===== src/rtl/pingpong_out_buf.sv =====
module pingpong_out_buf #(
  parameter int DEPTH = 64,
  parameter int DW    = 8,
  localparam int AW   = $clog2(DEPTH),
  localparam int CW   = $clog2(DEPTH + 1)
) (
  input  logic          clk,
  input  logic          rst_n,
  input  logic          ep_clr,
  input  logic          pkt_start,
  input  logic          pkt_wr,
  input  logic [DW-1:0] pkt_data,
  input  logic          pkt_end,
  input  logic          pkt_ok,
  output logic          hs_valid,
  output logic          hs_nak,
  input  logic          fw_rd,
  input  logic          fw_release,
  output logic [DW-1:0] rd_data,
  output logic [CW-1:0] rd_count,
  output logic          rd_bank,
  output logic [1:0]    rx_flags,
  output logic          irq
);

  logic [DW-1:0] mem [2][DEPTH];
  logic [CW-1:0] cnt [2];
  logic [1:0]    full;
  logic          wr_bank, in_pkt, acc;
  logic [CW-1:0] wcnt;
  logic [AW-1:0] rd_idx;

  wire store   = in_pkt && acc && pkt_wr && !pkt_start && !pkt_end && (wcnt < CW'(DEPTH));
  wire done_ok = in_pkt && pkt_end && !pkt_start && pkt_ok;
  wire fill    = done_ok && acc;
  wire rel     = fw_release && full[rd_bank];
  wire [1:0] set_m = fill ? (2'b01 << wr_bank) : 2'b00;
  wire [1:0] clr_m = rel  ? (2'b01 << rd_bank) : 2'b00;

  always_ff @(posedge clk)
    if (store) mem[wr_bank][wcnt[AW-1:0]] <= pkt_data;

  always_ff @(posedge clk or negedge rst_n) begin
    if (!rst_n) begin
      full <= '0; wr_bank <= 1'b0; rd_bank <= 1'b0; in_pkt <= 1'b0; acc <= 1'b0;
      wcnt <= '0; rd_idx <= '0; cnt[0] <= '0; cnt[1] <= '0;
      hs_valid <= 1'b0; hs_nak <= 1'b0;
    end else if (ep_clr) begin
      full <= '0; wr_bank <= 1'b0; rd_bank <= 1'b0; in_pkt <= 1'b0; acc <= 1'b0;
      wcnt <= '0; rd_idx <= '0; cnt[0] <= '0; cnt[1] <= '0;
      hs_valid <= 1'b0; hs_nak <= 1'b0;
    end else begin
      hs_valid <= done_ok;
      hs_nak   <= done_ok && !acc;
      full     <= (full & ~clr_m) | set_m;
      if (pkt_start) begin
        in_pkt <= 1'b1;
        acc    <= !full[wr_bank];
        wcnt   <= '0;
      end else if (pkt_end) begin
        in_pkt <= 1'b0;
      end else if (store) begin
        wcnt <= wcnt + 1'b1;
      end
      if (fill) begin
        cnt[wr_bank] <= wcnt;
        wr_bank      <= !wr_bank;
      end
      if (rel) begin
        rd_bank <= !rd_bank;
        rd_idx  <= '0;
      end else if (fw_rd) begin
        rd_idx <= rd_idx + 1'b1;
      end
    end
  end

  assign rd_data  = mem[rd_bank][rd_idx];
  assign rd_count = cnt[rd_bank];
  assign rx_flags = full;
  assign irq      = |full;


  alternate_chk: assert property (@(posedge clk) disable iff (!rst_n)
    (fill && !ep_clr) |=> (wr_bank != $past(wr_bank)));

  ack_has_flag_chk: assert property (@(posedge clk) disable iff (!rst_n)
    (hs_valid && !hs_nak) |-> ($countones(rx_flags) >= 1));

  count_cap_chk: assert property (@(posedge clk) disable iff (!rst_n)
    (cnt[0] <= CW'(DEPTH)) && (cnt[1] <= CW'(DEPTH)) && (wcnt <= CW'(DEPTH)));

  bad_no_hs_chk: assert property (@(posedge clk) disable iff (!rst_n)
    (in_pkt && pkt_end && !pkt_start && !pkt_ok && !ep_clr) |=> !hs_valid);

  release_moves_chk: assert property (@(posedge clk) disable iff (!rst_n)
    (fw_release && rx_flags[rd_bank] && !ep_clr) |=> (rd_bank != $past(rd_bank)) && (rd_idx == '0));

  nak_keeps_flags_chk: assert property (@(posedge clk) disable iff (!rst_n)
    (hs_valid && hs_nak) |-> $stable(cnt[0]) || $stable(cnt[1]));

endmodule


===== config.mk =====
export PLATFORM = sky130hd
export DESIGN_NAME = pingpong_out_buf
export DESIGN_NICKNAME = d
export VERILOG_FILES = /design/src/rtl/pingpong_out_buf.sv
export SDC_FILE = /design/constraint.sdc
export NUM_CORES = 1
export LEC_CHECK = 0
export BUFFER_PORTS_ARGS = -buffer_cell sky130_fd_sc_hd__clkbuf_2
export CORE_MARGIN = 4
export CORE_UTILIZATION = 25
export CTS_BUF_LIST = sky130_fd_sc_hd__clkbuf_8
export CTS_CLUSTER_SIZE = 40
export DETAILED_ROUTE_END_ITERATION = 10
export PLACE_DENSITY_LB_ADDON = 0.1
export SKIP_LAST_GASP = 1
export SLEW_MARGIN = 20
export SYNTH_ARGS = -nofsm -noshare
export SYNTH_HDL_FRONTEND = slang
export SYNTH_SLANG_ARGS = --single-unit

===== constraint.sdc =====
create_clock -name clk -period 2.6 [get_ports clk]
set_input_delay 0.39 -clock clk [delete_from_list [all_inputs] [get_ports clk]]
set_output_delay 0.39 -clock clk [all_outputs]
set_load 0.02 [all_outputs]

# Yosys cells after proc, flatten, opt, wreduce, memory -nomap -nowiden
# Memory sizes are Yosys's and may differ from the RTL's.
# Cells that the tools add are included.
op_classes:
  reduce_logical: 27
  eq_ne: 1
  shifts: 2
  n_bitwise: 7
  add_sub_neg: 2
  mux: 40
  order_cmp: 9
ops:
  columns: ["cell", "count"]
  rows:
  - ["two-way mux 512 bit", 1]
  - ["two-way mux 7 bit", 8]
  - ["binary-select mux 8 bit (select 6 bit)", 1]
  - ["demux 8 bit (select 6 bit)", 1]
  - ["two-way mux 14 bit", 2]
  - ["two-way mux 8 bit", 3]
  - ["two-way mux 6 bit", 3]
  - ["two-way mux 1 bit", 16]
  - ["bitwise mux 14 bit", 1]
  - [">= comparator 7 bit, second input constant", 2]
  - ["NOT 6 -> 7 bit", 2]
  - ["logical AND 1 bit", 13]
  - ["nonzero test 3 bit", 3]
  - ["adder 7 x 1 -> 7 bit, second input constant", 1]
  - ["demux 7 bit (select 1 bit)", 1]
  - ["< comparator 7 x 1 -> 1 bit, second input constant", 1]
  - ["< comparator 7 bit, second input constant", 1]
  - ["adder 6 x 1 -> 6 bit, second input constant", 1]
  - ["logical NOT 1 bit", 6]
  - ["two-way mux 2 bit", 3]
  - ["nonzero test 2 bit", 3]
  - [">= comparator 2 bit, second input constant", 2]
  - ["< comparator 1 x 2 -> 1 bit, second input constant", 2]
  - ["NOT 1 -> 2 bit", 2]
  - ["other kinds (8)", 9]
totals:
  inputBits: 17
  ram_bits: 1024
  output_inout_bits: 21
  word_cells: 100
  register_bits: 35
  memories: 1
mem_list:
  columns: ["memory", "depth", "width", "rd", "rd_ports_with_merged_regs", "wr", "line_no", "text"]
  rows:
  - ["mem", 2, 512, 1, 0, 1, "26", "logic [DW-1:0] mem [2][DEPTH];"]

# Longest topological paths before layout
# Gate-level depths: netlist of the first run.
logic_depth:
  depth_word: 9
  depth_mapped: 11
  ltp_nobuf: 5

# Worst setup path before layout of the first run
# OpenSTA, ideal clock, no wires.
synth_path:
  path_type: "reg-to-output"
  start: "reg rd_bank"
  end: "out rd_data[4]"
  path_stages_with_launch: 8
  required_time_ns: 2.210
  setup_slack_ns: -0.078
  arrival_time_ns: 2.288
  n_path_buf: 3
  path_cell_list: "dfrtp_1 buf_6 buf_4 buf_2 mux4_2 mux2i_1 o211ai_1 o32a_1"
synth_via:
  elab_chain_len: 4
synth_rtl:
  columns: ["element", "line_no", "text"]
  rows:
  - ["start, declared", "21", "output logic rd_bank,"]
  - ["start signal, assigned", "70", "rd_bank <= !rd_bank;"]
  - ["memory read (2 x 512 bit)", null, null]
  - ["binary-select mux 8 bit (select 6 bit)", "78", "assign rd_data = mem[rd_bank][rd_idx];"]
  - ["two-way mux 8 bit (implied by the code) (2 in series)", "78", null]
  - ["end, declared", "19", "output logic [DW-1:0] rd_data,"]
# Every way passes these cells. The select of a mux whose other input is x is not followed.

# Worst setup path in the final report of the first run
layout_path:
  start: "reg rd_idx[0]"
  end: "out rd_data[6]"
layout_via:
  elab_chain_len: 4
layout_rtl:
  columns: ["element", "line_no", "text"]
  rows:
  - ["start, declared", "31", "logic [AW-1:0] rd_idx;"]
  - ["start signal, assigned", "73", "rd_idx <= rd_idx + 1'b1;"]
  - ["NOT 6 -> 7 bit (implied by the code)", "78", null]
  - ["binary-select mux 8 bit (select 6 bit)", "78", null]
  - ["two-way mux 8 bit (implied by the code) (2 in series)", "78", null]
# Every way passes these cells. The select of a mux whose other input is x is not followed.

==> results of run 1 <==
[per-layer routing]
| metal | vias up | global-route usage | wire (um) |
|---|---|---|---|
| li1 | 9670 | - | - |
| met3 | 196 | 0.0279 | 4830 |
| met5 | - | 0 | 0 |
| met2 | 496 | 0.230 | 59300 |
| met4 | 0 | 0.0435 | 3320 |
| met1 | 11800 | 0.198 | 58200 |
[critical path, cell delays in order (launching register included)]
cell and delay [ns]:
dfrtp_4 0.52, buf_4 0.17, buf_16 0.14, buf_12 0.17, or2_2 0.38, o22ai_1 0.21, nor3_1 0.09, or4_4 0.56
o32a_1 0.27, clkbuf_8 0.19
[report_power, final]
| part | internal, mW | switching, mW | total, mW |
|---|---|---|---|
| combinational | 1.01 | 1.28 | 2.29 |
| clock | 7.48 | 6.98 | 14.5 |
| sequential | 18.7 | 0.0104 | 18.7 |
[what timing repair did]
action                                  CTS  global route
resized for setup                       127            92
hold buffers                             16             0
endpoints found under the setup margin   15            16
cloned                                    6             7
setup buffers                            29            31
pin swaps                                30            45
endpoints found under the hold margin   179             0
[flip-flops by register name, indices dropped and copies added, names as in the netlist, 2 cells and up]
signal,flops
rx_flags,2
mem,1024
rd_idx,6
cnt,14
wcnt,7
[cell families after synthesis]
group / share of synthesized area
AO/OA/AOI/OAI: 0.0271
XOR/XNOR: 0.00169
adder cells (fa/ha/maj): 0.000603
buffers and inverters: 0.0165
flip-flops: 0.762
multiplexers: 0.150
AND/OR/NAND/NOR: 0.0414
[through the flow]
| step | cell area [um^2] | utilization |
|---|---|---|
| after floorplan | 41500 | - |
| after global placement | 47400 | 0.287 |
| after detailed placement | 47400 | 0.287 |
| after CTS | 52100 | 0.316 |
| after global routing | 52900 | 0.321 |
| final | 52900 | 0.321 |
[path summary, 6_finish.rpt]
kind / start / to / cells past startpoint
worst max-delay path: rd_idx[0] / rd_data[6] / 9
worst min-delay path: pkt_data[7] / mem[1][439] / 2
worst max register to register: wcnt[4] / mem[1][407] / 5
worst min register to register: acc / hs_nak / 1
max in group asynchronous: rst_n / in_pkt / 3
min in group asynchronous: rst_n / cnt[4] / 2
[cell type report]
class | instances | area [um^2]
diodes | 4 | 10.0
clock buffers | 193 | 2660
clock inverters | 146 | 801
fillers | 15900 | 112000
multi-input cells | 865 | 9950
flip-flops and latches | 1059 | 31600
well taps | 2189 | 2740
repair buffers | 519 | 5140
[placed cells by master (no fill, tap or decap), drive strengths merged, types with 5 or more instances in the layout]
| cell type | n |
|---|---|
| a211oi | 11 |
| a21oi | 21 |
| a22oi | 46 |
| a311oi | 7 |
| a31oi | 6 |
| and3 | 7 |
| buf | 475 |
| bufinv | 6 |
| clkbuf | 220 |
| clkinv | 81 |
| dfrtp | 35 |
| dlygate4sd3 | 16 |
| edfxtp | 1024 |
| inv | 57 |
| mux2 | 14 |
| mux2i | 85 |
| mux4 | 232 |
| nand2 | 53 |
| nand2b | 18 |
| nand3 | 33 |
| nand4 | 12 |
| nor2 | 171 |
| nor2b | 24 |
| nor3 | 10 |
| nor4 | 7 |
| o211ai | 11 |
| o221ai | 6 |
| o22ai | 26 |
| o32a | 5 |
| or2 | 18 |
| xor2 | 6 |
==> reports/results.tsv, run 1 <==
stage	metric	value	unit
outcome	status	finished, violations left	
outcome	failing checks	negative setup slack	
yosys	Post-synth ARST share	0.0331	
yosys	Synth top cells by count	edfxtp_1, mux4_2, nor2_1, mux2i_1, nand2_1	
timing	Setup Viol. Count Final	15	
drt	DRT Pass-1 Iters	5	
timing	Slew HR	0.407	
final_layout	non-filler cells, final	4975	
drt	total routed wirelength	126	mm
power_and_ir_drop	Leakage	17.1	nW
timing	RSZ-0062 raised after global routing	true	
job	max_cap viols	0	
timing	Max Clock Freq	0.251	GHz
global_routing	GRT Util Overall	0.144	
placement	DPL Wire Length	80.0	mm
die	Die X	415	um
die	Die Span Y	415	um
drt	WL/cell	25.3	um
yosys	post-synth cell types	53	
hold_path	HP Class	input port to register	
timing	worst slew pin tran	0.889	ns
placement	GP Congestion	0.740	
yosys	Syn Std Cell Area	41500	um^2
drt	DR vias	22100	
critical_path	Worst EP required	2.21	ns
die	IO Pins	38	
clocking	Clock Sinks	1059	
placement	pre-CTS setup slack	-0.918	ns
timing	Max Clock Skew	0.0379	ns
yosys	Synth Flop Type	edfxtp_1	
critical_path	Worst R2R Setup Slack	0.22	ns
yosys	Avg Inst Size Synth	20.3	um^2
clocking	H-tree depth	4	
drt	DR iter-0 viols	1540	
clocking	CTS tree	built	
placement	Placed Cells	4547	
global_routing	largest net degree at the start of global routing	129	
yosys	most common cell in the netlist	edfxtp_1	
yosys	sequential area share after synthesis	0.762	
final_layout	share of cells above drive strength 1	0.396	
yosys	Syn Nets	2060	
drt	vias per cell	4.44	
timing	final worst hold slack	0.0898	ns
drt	Post-DRT Antenna Nets	0	
clocking	Num CTS Buffers	190	
yosys	area leader, netlist	edfxtp_1	
final_layout	Layout area overhead	27.6	%
power_and_ir_drop	VDD IR max	0.000479	V
power_and_ir_drop	Power Dens Cells	670	nW/um^2
yosys	Yosys warning count	0	
die	die area	172000	um^2
timing	setup_tns	-11.45	ns
global_routing	first-pass GRT wire length	177	mm
yosys	synth top area cells	edfxtp_1, mux4_2, dfrtp_1	
critical_path	Crit Path Category	register to output pin	
yosys	Post-synth EDFFs	1024	
timing	Final Max Tran Viols	0	
yosys	share of the synthesized area in the top cell type	0.741	
clocking	Clk Latency, worst-skew pair	0.89	ns
yosys	Syn Inst Count	2041	
die	Initial Utilization	0.251	
drt	# DRC	0	
critical_path	Critical Path End Type	output pin	
yosys	number of synthesized register bits	1059	
placement	# port buffers	37	
die	core area	165000	um^2
timing	final worst-path cycle share	1.54	
global_routing	total grt overflow	0	
global_routing	vias in the first global route	23600	
critical_path	CP Max Fanout	23	
power_and_ir_drop	Design Power	35.5	mW
final_layout	fin nets	2654	
clocking	clk slew on worst S/H paths	0.06	ns
timing	fin worst setup slack	-1.39	ns
global_routing	initial antenna violation count	5	
clocking	Clock Tree Root	clkbuf_8	
critical_path	data arrival time of the worst path	3.60	ns
timing	minimum clock period	3.99	ns
timing	Hold Violations, Final	0	
critical_path	CP Launch Type	register	
clocking	Bufs on Longest Clock Path	3	
die	num rows	149	
Power figures use the tool's default switching activity.
==> run 2: changes to the inputs <==
--- a/config.mk
+++ b/config.mk
@@ -12,6 +12,8 @@
 export CTS_CLUSTER_SIZE = 40
 export DETAILED_ROUTE_END_ITERATION = 10
 export PLACE_DENSITY_LB_ADDON = 0.1
+export RECOVER_POWER = 100
+export REMOVE_ABC_BUFFERS = 1
 export SKIP_LAST_GASP = 1
 export SLEW_MARGIN = 20
 export SYNTH_ARGS = -nofsm -noshare
==> reports/results.tsv, run 2 (synthesis gave the netlist of run 1 again) <==
stage	metric	value	unit
outcome	status	finished, violations left	
outcome	failing checks	max-capacitance violations, max-slew violations, negative setup slack	
drt	WL/cell	25.7	um
final_layout	non-filler cells, final	4941	
drt	Post-DRT Antenna Nets	0	
timing	final worst-path cycle share	1.54	
power_and_ir_drop	Design Power	36.2	mW
power_and_ir_drop	combinational fraction of design power	0.058	
power_and_ir_drop	Leakage	16.8	nW
die	Initial Utilization	0.251	
clocking	Clk Latency, worst-skew pair	0.92	ns
power_and_ir_drop	Sw Pwr	8.35	mW
clocking	Bufs on Longest Clock Path	3	
timing	Setup Viol. Count Final	921	
critical_path	Critical Path End Type	output pin	
hold_path	Hold Crit Endpoint	wcnt[0]	
die	die area	172000	um^2
timing	Hold Violations, Final	0	
placement	GP Congestion	0.753	
clocking	CTS tree	built	
power_and_ir_drop	sw frac	0.230	
timing	minimum clock period	4.01	ns
clocking	H-tree depth	4	
clocking	Clock Tree Root	clkbuf_8	
drt	DRT Pass-1 Iters	5	
die	IO Pins	38	
power_and_ir_drop	internal power	27.9	mW
drt	# DRC	0	
clocking	Num CTS Buffers	188	
timing	RSZ-0062 raised after global routing	true	
global_routing	largest net degree at the start of global routing	129	
drt	DR iter-0 viols	1637	
global_routing	GRT Util Overall	0.147	
critical_path	CP Launch Type	register	
critical_path	Worst R2R Setup Slack	-0.34	ns
timing	Max Clock Skew	0.0754	ns
critical_path	worst r2r src	in_pkt	
timing	setup_tns	-173.45	ns
final_layout	share of cells above drive strength 1	0.383	
final_layout	commonest non-fill, non-tap cell in the layout	edfxtp_1	
final_layout	Util after Layout	0.317	
timing	Max Clock Freq	0.249	GHz
die	num rows	149	
critical_path	CP delay by family, top	compound AO/OA/AOI/OAI gates	
final_layout	max reg flops	1024	
placement	pre-CTS setup slack	-1.02	ns
final_layout	commonest non-fill, non-tap cells in the layout	edfxtp_1, buf_4, mux4_2, clkbuf_8, nor2_1	
final_layout	filler instances	15900	
critical_path	data arrival time of the worst path	3.62	ns
die	core area	165000	um^2
final_layout	fin nets	2622	
critical_path	CP Max Fanout	8	
critical_path	Worst EP required	2.21	ns
hold_path	HP Class	input port to register	
placement	DPL Wire Length	82.6	mm
die	Die Span Y	415	um
clocking	clk slew on worst S/H paths	0.06	ns
drt	vias per cell	4.48	
critical_path	Buf/Inv on CP	5	
hold_path	hold_sp	pkt_wr	
placement	Placed Cells	4549	
critical_path	Crit Path Category	register to output pin	
global_routing	initial antenna violation count	6	
power_and_ir_drop	Power Dens Cells	692	nW/um^2
placement	# port buffers	37	
critical_path	Most Frequent Cell on Critical Path	buf_4	
global_routing	total grt overflow	0	
power_and_ir_drop	VDD IR max	0.000472	V
critical_path	reg-to-reg endpoint	mem[0][487]	
power_and_ir_drop	sequential power share	0.517	
job	max_cap viols	4	
critical_path	Worst path max stage delay	0.55	ns
final_layout	Layout area overhead	26.2	%
global_routing	first-pass GRT wire length	180	mm
timing	fin worst setup slack	-1.41	ns
clocking	Clock Sinks	1059	
global_routing	vias in the first global route	23900	
drt	DR vias	22100	
timing	Slew HR	-0.874	
drt	total routed wirelength	127	mm
die	Die X	415	um
hold_path	hold path cells	7	
timing	Final Max Tran Viols	362	
critical_path	cells on worst reg2reg path	9	
timing	worst slew pin tran	2.81	ns
critical_path	Worst path slowest cell	a211oi_1	
critical_path	CP cell instances	buf_12 -> buf_4 -> buf_16 -> buf_4 -> mux4_2 -> mux2i_2 -> a211oi_1 -> o32a_1 -> buf_2	
power_and_ir_drop	Clk pwr share	0.424	
## run 2: changes by cell type in the layout (fill, tap and decap cells not counted), moves of 5 or more
cell | previous run | this run
bufinv_16 | 6 | 14
buf_4 | 383 | 343
mux2_4 | 0 | 5
clkbuf_2 | 15 | 25
mux2_2 | 14 | 9
buf_12 | 58 | 44
o22ai_1 | 15 | 22
clkbuf_16 | 7 | 1
inv_1 | 52 | 46
clkinv_1 | 55 | 50
clkbuf_1 | 0 | 16
clkbuf_4 | 0 | 7
o22ai_2 | 8 | 2
## run 2: worst reg2reg max path: cells and delay by family (launching register included)
| kind | cells | cell delay [ns] |
|---|---|---|
| buf+inv | 5 | 1.24 |
| simple gates | 4 | 1.02 |
| flops | 1 | 0.35 |
## run 2: timing repair
action,CTS,global route
pin swaps,24,23
gates resized for setup,132,54
gates cloned,6,1
endpoints found under the hold margin,232,1
setup buffers,13,18
hold buffers,17,1
endpoints found under the setup margin,55,70
## run 2: metrics by stage
step | cell area (um^2) | hold slack, ns
finish | 52400 | 0.458
global route | 52400 | 0.359
CTS | 52200 | 0.0101
detailed placement | 47400 | 0.492
global placement | 47400 | 0.488
floorplan | 40800 | 0.0944
## run 2: final cells by class
cell class                 count  area (um^2)  area share
tap                         2189         2740      0.0523
sequential                  1059        31600       0.604
antenna                        2         5.00   0.0000956
multi-input combinational    865         9810       0.187
clock inverter               146         1050      0.0201
clock buffer                 191         2630      0.0502
timing repair buffer         489         4480      0.0856
## run 2: per-layer routing
| layer | vias to the layer above | track usage | part of all wire |
|---|---|---|---|
| li1 | 9603 | - | - |
| met1 | 11800 | 0.196 | 0.45 |
| met2 | 540 | 0.238 | 0.48 |
| met3 | 195 | 0.0305 | 0.045 |
| met4 | 2 | 0.0486 | 0.028 |
| met5 | - | 0 | 0.00010 |
## run 2: power groups by stage
| stage | Clock [mW] | Sequential (mW) | Combinational (mW) |
|---|---|---|---|
| after floorplan | 0 | 19.2 | 0.879 |
| after global placement | 0 | 19.1 | 2.00 |
| after detailed placement | 0 | 19.1 | 2.00 |
| after CTS | 16.0 | 18.7 | 2.15 |
| after global routing | 16.8 | 18.7 | 2.26 |
| final | 15.4 | 18.8 | 2.11 |
## run 2: worst max-delay path by stage
stage | from | to | slack (ns) | cells past startpoint
after floorplan | rd_bank | rd_data[7] | -8.79 | 5
after global placement | rd_idx[1] | rd_data[3] | -1.02 | 9
after detailed placement | rd_bank | rd_data[3] | -1.02 | 9
after CTS | rd_bank | rd_data[1] | -1.56 | 8
after global routing | rd_idx[0] | rd_data[4] | -1.55 | 7
final | rd_bank | rd_data[4] | -1.41 | 9
==> run 3: changes to the inputs <==
--- a/config.mk
+++ b/config.mk
@@ -5,7 +5,7 @@
 export SDC_FILE = /design/constraint.sdc
 export NUM_CORES = 1
 export LEC_CHECK = 0
-export BUFFER_PORTS_ARGS = -buffer_cell sky130_fd_sc_hd__clkbuf_2
+export BUFFER_PORTS_ARGS = -buffer_cell sky130_fd_sc_hd__buf_4
 export CORE_MARGIN = 4
 export CORE_UTILIZATION = 25
 export CTS_BUF_LIST = sky130_fd_sc_hd__clkbuf_8
==> reports/results.tsv, run 3 (synthesis gave the netlist of run 1 again) <==
stage	metric	value	unit
timing	Max Clock Freq	0.251	GHz
final_layout	fin nets	2628	
timing	Setup Viol. Count Final	109	
timing	setup_tns	-16.57	ns
die	Initial Utilization	0.251	
timing	Max Clock Skew	0.0450	ns
final_layout	commonest non-fill, non-tap cells in the layout	edfxtp_1, buf_4, mux4_2, clkbuf_8, nor2_1	
die	die area	172000	um^2
die	Die X	415	um
drt	vias per cell	4.45	
drt	DR iter-0 viols	1678	
clocking	Clk Latency, worst-skew pair	0.90	ns
power_and_ir_drop	Power Dens Cells	685	nW/um^2
drt	Post-DRT Antenna Nets	0	
critical_path	Crit Path Category	register to output pin	
critical_path	Worst path max stage delay	0.51	ns
placement	DPL Wire Length	82.3	mm
critical_path	Critical Path End Type	output pin	
critical_path	CP Launch Type	register	
power_and_ir_drop	Design Power	35.7	mW
global_routing	vias in the first global route	23700	
die	Die Span Y	415	um
critical_path	Most Frequent Cell on Critical Path	buf_4	
final_layout	Layout area overhead	25.6	%
timing	RSZ-0062 raised after global routing	true	
timing	worst slew pin tran	1.93	ns
die	core area	165000	um^2
die	num rows	149	
global_routing	first-pass GRT wire length	181	mm
critical_path	CP cell instances	buf_4 -> buf_12 -> buf_16 -> buf_4 -> mux4_2 -> o22ai_1 -> buf_4 -> a211oi_4 -> nand2_1 -> buf_4 -> a32oi_1 -> buf_4 -> buf_4	
timing	minimum clock period	3.98	ns
drt	DRT Pass-1 Iters	5	
power_and_ir_drop	Leakage	16.8	nW
drt	WL/cell	25.8	um
hold_path	HP Class	input port to register	
timing	Final Max Tran Viols	405	
timing	fin worst setup slack	-1.38	ns
drt	DR vias	22100	
timing	Hold Violations, Final	0	
timing	Slew HR	-0.284	
outcome	failing checks	max-capacitance violations, max-slew violations, negative setup slack	
placement	GP Congestion	0.769	
placement	# port buffers	37	
clocking	clk slew on worst S/H paths	0.06	ns
critical_path	Worst path slowest cell	dfrtp_4	
drt	# DRC	0	
clocking	H-tree depth	4	
job	max_cap viols	5	
final_layout	Util after Layout	0.316	
clocking	Num CTS Buffers	189	
placement	pre-CTS setup slack	-0.951	ns
power_and_ir_drop	VDD IR max	0.000485	V
clocking	Clock Sinks	1059	
drt	total routed wirelength	128	mm
final_layout	share of cells above drive strength 1	0.375	
clocking	CTS tree	built	
global_routing	total grt overflow	0	
final_layout	max reg flops	1024	
critical_path	CP Max Fanout	7	
final_layout	commonest non-fill, non-tap cell in the layout	edfxtp_1	
clocking	Bufs on Longest Clock Path	3	
clocking	Clock Tree Root	clkbuf_8	
global_routing	largest net degree at the start of global routing	129	
global_routing	GRT Util Overall	0.147	
critical_path	Worst EP required	2.21	ns
global_routing	initial antenna violation count	14	
critical_path	data arrival time of the worst path	3.59	ns
timing	final worst-path cycle share	1.53	
die	IO Pins	38	
outcome	status	finished, violations left	
==> run 3: timing repair <==
action,4_1_cts,5_1_grt
hold buffers,17,0
setup buffers,27,8
gates resized for setup,79,37
cloned,5,1
endpoints found under the hold margin,197,0
endpoints found under the setup margin,35,55
pin swaps,17,9
==> run 3: worst paths after layout <==
check                      startpoint    endpoint  slack (ns)  cells after the start
max reg2reg                    in_pkt   mem[0][1]       -0.20                      8
min reg2reg                       acc      hs_nak        0.44                      1
min                            pkt_wr     wcnt[0]        0.27                      6
max                           rd_bank  rd_data[3]       -1.38                     13
max in group asynchronous       rst_n   rd_idx[1]        0.62                      4
min in group asynchronous       rst_n   rd_idx[0]        0.49                      3
==> run 3: metal layers <==
metal	vias up	global-route usage	wire, um
li1	9597	-	-
met1	11800	0.200	58300
met2	473	0.239	60800
met3	184	0.0302	5680
met4	0	0.0423	3000
met5	-	0	0
==> run 3: critical path: cells and delay by family (launching register included) <==
family	cells	cell delay [ns]
buffers and inverters	8	1.22
DFF	1	0.51
AOI/OAI and AO/OA	3	0.47
muxes	1	0.36
and+or+nand+nor	1	0.12
==> run 3: where the power goes <==
part / internal (mW) / switching (mW) / total (mW)
Combinational: 0.865 / 1.22 / 2.08
Clock: 7.72 / 7.11 / 14.8
Sequential: 18.7 / 0.0130 / 18.8
==> run 3: area by class of cell <==
cell class	instances	area (um^2)
Sequential cell	1059	31600
Antenna cell	6	15.0
Multi-Input combinational cell	865	9580
Fill cell	15900	113000
Timing Repair Buffer	494	4530
Tap cell	2189	2740
Clock inverter	147	847
Clock buffer	199	2740
==> run 3: stage by stage <==
step / hold WS [ns] / instances / area, um^2
final: 0.267 / 4959 / 52100
after global routing: 0.230 / 4959 / 52100
after CTS: 0.0480 / 4945 / 52000
after detailed placement: 0.427 / 4556 / 47500
after global placement: 0.422 / 4556 / 47500
after floorplan: 0.0944 / 1924 / 40800
